`src/rtl/pw_lb_stack_builder.sv`:
```
module pw_lb_stack_builder #(
  parameter int MAX_TUN = 4,
  parameter logic [19:0] CTRL_LABEL = 20'h0FFFF,
  localparam int CNT_W = $clog2(MAX_TUN + 1),
  localparam int IDX_W = (MAX_TUN > 1) ? $clog2(MAX_TUN) : 1
) (
  input  logic                 clk,
  input  logic                 rst_n,
  input  logic                 hdr_valid,
  output logic                 hdr_ready,
  input  logic [31:0]          hdr_flow,
  input  logic                 hdr_ctrl,
  input  logic [19:0]          hdr_pw,
  input  logic [MAX_TUN*20-1:0] hdr_tun,
  input  logic [CNT_W-1:0]     hdr_tun_cnt,
  input  logic [2:0]           hdr_tc,
  input  logic [7:0]           hdr_ttl,
  input  logic                 hdr_lb_en,
  input  logic                 hdr_cw_en,
  input  logic [31:0]          hdr_cw,
  input  logic                 pl_valid,
  output logic                 pl_ready,
  input  logic [31:0]          pl_data,
  input  logic                 pl_last,
  output logic                 out_valid,
  input  logic                 out_ready,
  output logic [31:0]          out_data,
  output logic                 out_last
);

  typedef enum logic [2:0] {S_IDLE, S_TUN, S_PW, S_LB, S_CW, S_PAY} st_t;

  function automatic logic [19:0] mix20(input logic [31:0] f);
    logic [31:0] h;
    h = f ^ (f >> 16);
    h = h * 32'h7FEB352D;
    h = h ^ (h >> 15);
    if (h[31:16] == 16'd0) mix20 = h[31:12] | 20'h00010;
    else                   mix20 = h[31:12];
  endfunction

  st_t              st;
  logic [19:0]      tun_q [MAX_TUN];
  logic [CNT_W-1:0] ntun;
  logic [IDX_W-1:0] ti;
  logic [19:0]      pw_q, lb_q;
  logic [2:0]       tc_q;
  logic [7:0]       ttl_q;
  logic             lb_en_q, cw_en_q;
  logic [31:0]      cw_q;
  logic             in_hdr, take_hdr, step;
  logic [CNT_W-1:0] ntun_in;
  logic [19:0]      tun_sel;

  assign ntun_in  = (hdr_tun_cnt > CNT_W'(MAX_TUN)) ? CNT_W'(MAX_TUN) : hdr_tun_cnt;
  assign hdr_ready = (st == S_IDLE);
  assign take_hdr = hdr_valid && hdr_ready;
  assign in_hdr   = (st == S_TUN) || (st == S_PW) || (st == S_LB) || (st == S_CW);
  assign step     = in_hdr && out_ready;
  assign tun_sel  = tun_q[ti];

  assign out_valid = in_hdr || ((st == S_PAY) && pl_valid);
  assign pl_ready  = (st == S_PAY) && out_ready;
  assign out_last  = (st == S_PAY) && pl_last;

  always_comb begin
    case (st)
      S_TUN:   out_data = {tun_sel, tc_q, 1'b0, ttl_q};
      S_PW:    out_data = {pw_q, tc_q, ~lb_en_q, ttl_q};
      S_LB:    out_data = {lb_q, tc_q, 1'b1, ttl_q};
      S_CW:    out_data = cw_q;
      S_PAY:   out_data = pl_data;
      default: out_data = 32'd0;
    endcase
  end

  genvar g;
  generate
    for (g = 0; g < MAX_TUN; g++) begin : g_tun
      always_ff @(posedge clk) begin
        if (!rst_n) tun_q[g] <= 20'd0;
        else if (take_hdr) tun_q[g] <= hdr_tun[g*20 +: 20];
      end
    end
  endgenerate

  always_ff @(posedge clk) begin
    if (!rst_n) begin
      ntun <= '0; pw_q <= '0; lb_q <= '0; tc_q <= '0; ttl_q <= '0;
      lb_en_q <= 1'b0; cw_en_q <= 1'b0; cw_q <= '0;
    end else if (take_hdr) begin
      ntun    <= ntun_in;
      pw_q    <= hdr_pw;
      lb_q    <= hdr_ctrl ? CTRL_LABEL : mix20(hdr_flow);
      tc_q    <= hdr_tc;
      ttl_q   <= hdr_ttl;
      lb_en_q <= hdr_lb_en;
      cw_en_q <= hdr_cw_en;
      cw_q    <= hdr_cw;
    end
  end

  always_ff @(posedge clk) begin
    if (!rst_n) begin
      st <= S_IDLE;
      ti <= '0;
    end else begin
      case (st)
        S_IDLE: if (take_hdr) begin
          ti <= '0;
          st <= (ntun_in != '0) ? S_TUN : S_PW;
        end
        S_TUN: if (step) begin
          if (CNT_W'(ti) + CNT_W'(1) == ntun) st <= S_PW;
          else ti <= ti + IDX_W'(1);
        end
        S_PW: if (step) st <= lb_en_q ? S_LB : (cw_en_q ? S_CW : S_PAY);
        S_LB: if (step) st <= cw_en_q ? S_CW : S_PAY;
        S_CW: if (step) st <= S_PAY;
        S_PAY: if (pl_valid && out_ready && pl_last) st <= S_IDLE;
        default: st <= S_IDLE;
      endcase
    end
  end

endmodule

```
`config.mk`:
```
export PLATFORM = sky130hd
export DESIGN_NAME = pw_lb_stack_builder
export DESIGN_NICKNAME = d
export VERILOG_FILES = /design/src/rtl/pw_lb_stack_builder.sv
export SDC_FILE = /design/constraint.sdc
export NUM_CORES = 1
export LEC_CHECK = 0
export BUFFER_PORTS_ARGS = -buffer_cell sky130_fd_sc_hd__buf_2
export CAP_MARGIN = 20
export CORE_AREA = 8 8 216 218
export CTS_CLUSTER_DIAMETER = 30
export DETAILED_ROUTE_END_ITERATION = 6
export DIE_AREA = 0 0 224 226
export PLACE_DENSITY = 0.63
export SYNTH_ARGS = -nofsm -noshare
export SYNTH_HDL_FRONTEND = slang
export SYNTH_SLANG_ARGS = --single-unit
```
`constraint.sdc`:
```
create_clock -name clk -period 22.3 [get_ports clk]
set_input_delay 2.23 -clock clk [delete_from_list [all_inputs] [get_ports clk]]
set_output_delay 2.23 -clock clk [all_outputs]
set_load 0.03 [all_outputs]
```
==> key figures <==
Placement
  • Placed cell area: 19000 um^2
  • Port Buf Inserts: about 250
  • Detailed placer's ending HPWL: 40300 um
  • RePlAce Congestion: just under 1

Logic synthesis
  • Largest family of logic cells by synthesized area: adder cells
  • Yosys warns: 0
  • Syn Nets: approximately 2300
  • Synth cell types: between 60 and 70
  • Synth area leader: fa_1
  • Syn Area/Cell: slightly above 10 um^2
  • Simple-gate share of the synthesized area: between 10% and 20%
  • Commonest cells in the netlist: inv_1 (295), fa_1 (191), ha_1 (182)
  • Post-synthesis cell area: about 17000 um^2
  • Seq/Total Area, Yosys: 25.1%
  • Async set-reset flop share out of synthesis: 0%
  • Post-synthesis mux area share: between 5 and 6%
  • Most frequent cell after synthesis: inv_1
  • Complex-gate fraction of the synthesized area: around a tenth
  • Largest cells by area after synthesis: fa_1 (22%), edfxtp_1 (14%), ha_1 (13%)
  • Number of flops mapped to enable cells by yosys: 80
  • Synth Flop Type: dfxtp_1
  • Mapped Cells: 1670
  • Seq cells post-synth: around 180
  • Xor and xnor area share after synthesis: 5.47%
  • Top-area cell type share of the netlist area: ~22%
  • Adder-Cell Fraction of Synth Area: 35.6%

Die
  • Initial Util: ~39%
  • Rows: 77
  • Die Y: about 230 um
  • Die ar.: between 50000 and 60000 um^2
  • Core area: 43500 um^2
  • Die extent in x: 224 um
  • # IOs: around 260

Clock network
  • CTS max path bufs: 2
  • CTS root buffer: clkbuf_16
  • Clk sink count: roughly 180
  • Post-CTS Setup Bufs: 0
  • Hold-fix buffers, CTS: 0
  • CTS tree: done
  • H-tree depth: 4
  • Post-CTS resize count: 0
  • Clock network latency to the later pin of the worst-skew pair: about 0.44 ns
  • CTS Buf Count: 17
  • Clk slew on worst S/H paths: roughly 0.070 ns

Worst setup path
  • Kind of critical path: in2reg
  • Arrival @ worst endpoint: 9.95 ns
  • CP Capture Type: flip-flop
  • Startpoint types: input port
  • Worst Path Required: around 23 ns
  • CP Max Fanout: 9
  • FF-to-FF setup slack: between 15 and 20 ns

STA
  • Worst Tran Pin Value: 1.15 ns
  • Final hold viol count: 0
  • WHS: ~0.46 ns
  • Final number of setup-violating endpoints: 0
  • Unrepaired setup endpoints after global routing: false
  • Fmax: 0.104 GHz
  • Setup TNS: 0 ns
  • Relative slew margins: 22.8%
  • Final Cycle Share: ~43%
  • Clock Skew: ~0.024 ns
  • Final min period: 9.60 ns
  • Final Max Slew Viols: 0

Status
  • Failing checks: DRC
  • Status: finished with violations

Route
  • DRC: 4
  • Vias: 12509
  • Wire length per cell: between 15 and 20 um
  • Initial DRC count: roughly 800
  • Via density: 5.01
  • Drt pass-1 iters: 7
  • DRT Wirelength: around 49000 um
  • ANT nets after route: 0

Layout
  • Fillers: 4212
  • Synth-to-layout area growth: 14.6%
  • Nets@finish: around 2500
  • Layout cell share with drive strength beyond 1: between 10% and 20%
  • Final instance area: approximately 20000 um^2

GRT
  • Gr usage total: 19.5%
  • Initial antenna violation count: 7
  • Global-route wire length before repair: ~77000 um
  • Largest net degree at the start of global routing: 96
  • Total gr overflow: 0
  • Vias in the first global route: 13519

Flow run
  • Maxcap violations: 0

Hold path
  • Worst Hold Class: reg2reg
critical path: stages:
cell      delay (ns)
buf_2           0.19
xnor2_1         0.87
inv_1           0.32
ha_1            0.43
inv_1           0.07
fa_1            0.41
inv_1           0.07
ha_1            0.22
inv_1           0.08
fa_1            0.41
inv_1           0.08
fa_1            0.44
fa_1            0.56
fa_1            0.43
fa_1            0.44
ha_1            0.38
a21oi_2         0.34
o311ai_0        0.31
a21oi_1         0.45
a211oi_4        0.11
a221oi_2        0.38
xnor2_2         0.15
nor4_1          0.26
nand4_1         0.14
a21oi_1         0.15
flip-flops by register name, summed over array words and instances (netlist names), named ones only:
signal and flops:
lb_q 20, tc_q 3, tun_q 80, pw_q 20, lb_en_q 1, ttl_q 8
ti 2, ntun 3, cw_q 32, st 3, cw_en_q 1
cells in the final DEF (no fill, tap or decap), types with 21 or more instances in the layout:
| cell | instances |
|---|---|
| a21boi_0 | 69 |
| a21oi_1 | 38 |
| a22oi_1 | 24 |
| and2_1 | 86 |
| buf_2 | 254 |
| dfxtp_1 | 93 |
| edfxtp_1 | 80 |
| fa_1 | 191 |
| ha_1 | 182 |
| inv_1 | 295 |
| mux2i_1 | 21 |
| nand2_1 | 170 |
| o21ai_0 | 32 |
| xnor2_1 | 57 |
| xor2_1 | 40 |
final cells by class:
class / count / area (um^2) / area share, %
Antenna cell: 7 / 17.5 / 0.0892
Clock buffer: 17 / 425 / 2.17
Clock inverter: 15 / 200 / 1.02
Inverter: 295 / 1110 / 5.64
Multi-Input combinational cell: 1132 / 11500 / 58.4
Sequential cell: 175 / 4310 / 21.9
Tap cell: 592 / 741 / 3.77
Timing Repair Buffer: 264 / 1360 / 6.92
worst paths after layout:
path | from | end | cells after the start
max | hdr_flow[23] | lb_q[4]$_SDFFE_PN0P_ | 25
min | lb_q[10]$_SDFFE_PN0P_ | lb_q[10]$_SDFFE_PN0P_ | 2
max reg2reg | st[0]$_SDFFE_PN0P_ | lb_q[4]$_SDFFE_PN0P_ | 7
min reg2reg | lb_q[10]$_SDFFE_PN0P_ | lb_q[10]$_SDFFE_PN0P_ | 2
routing by layer:
metal | part of all wire (%) | up-vias | wire length, um | GRT usage [%]
li1 | - | 5935 | - | -
met1 | 44 | 6149 | 21300 | 25.8
met2 | 48 | 372 | 23600 | 32.4
met3 | 6.1 | 53 | 2970 | 3.57
met4 | 2.0 | 0 | 992 | 5.54
met5 | 0 | - | 0 | 0
stage by stage:
stage	std cells	worst slack [ns]	util, %
2_1_floorplan	1670	13.60	-
3_3_place_gp	2457	12.46	43.6
3_5_place_dp	2457	12.34	43.6
4_1_cts	2489	12.75	45.1
5_1_grt	2497	12.32	45.2
6_report	2497	12.70	45.2
cells by family after synthesis:
group                    count (synthesis)
AO/OA/AOI/OAI                          246
XOR/XNOR                               101
adder cells (fa/ha/maj)                373
buffers and inverters                  363
flip-flops                             175
multiplexers                            61
AND/OR/NAND/NOR                        351
Power is left out: the tool's default activity adds up to more than one toggle a clock period on the data nets, which glitch-free logic cannot reach.
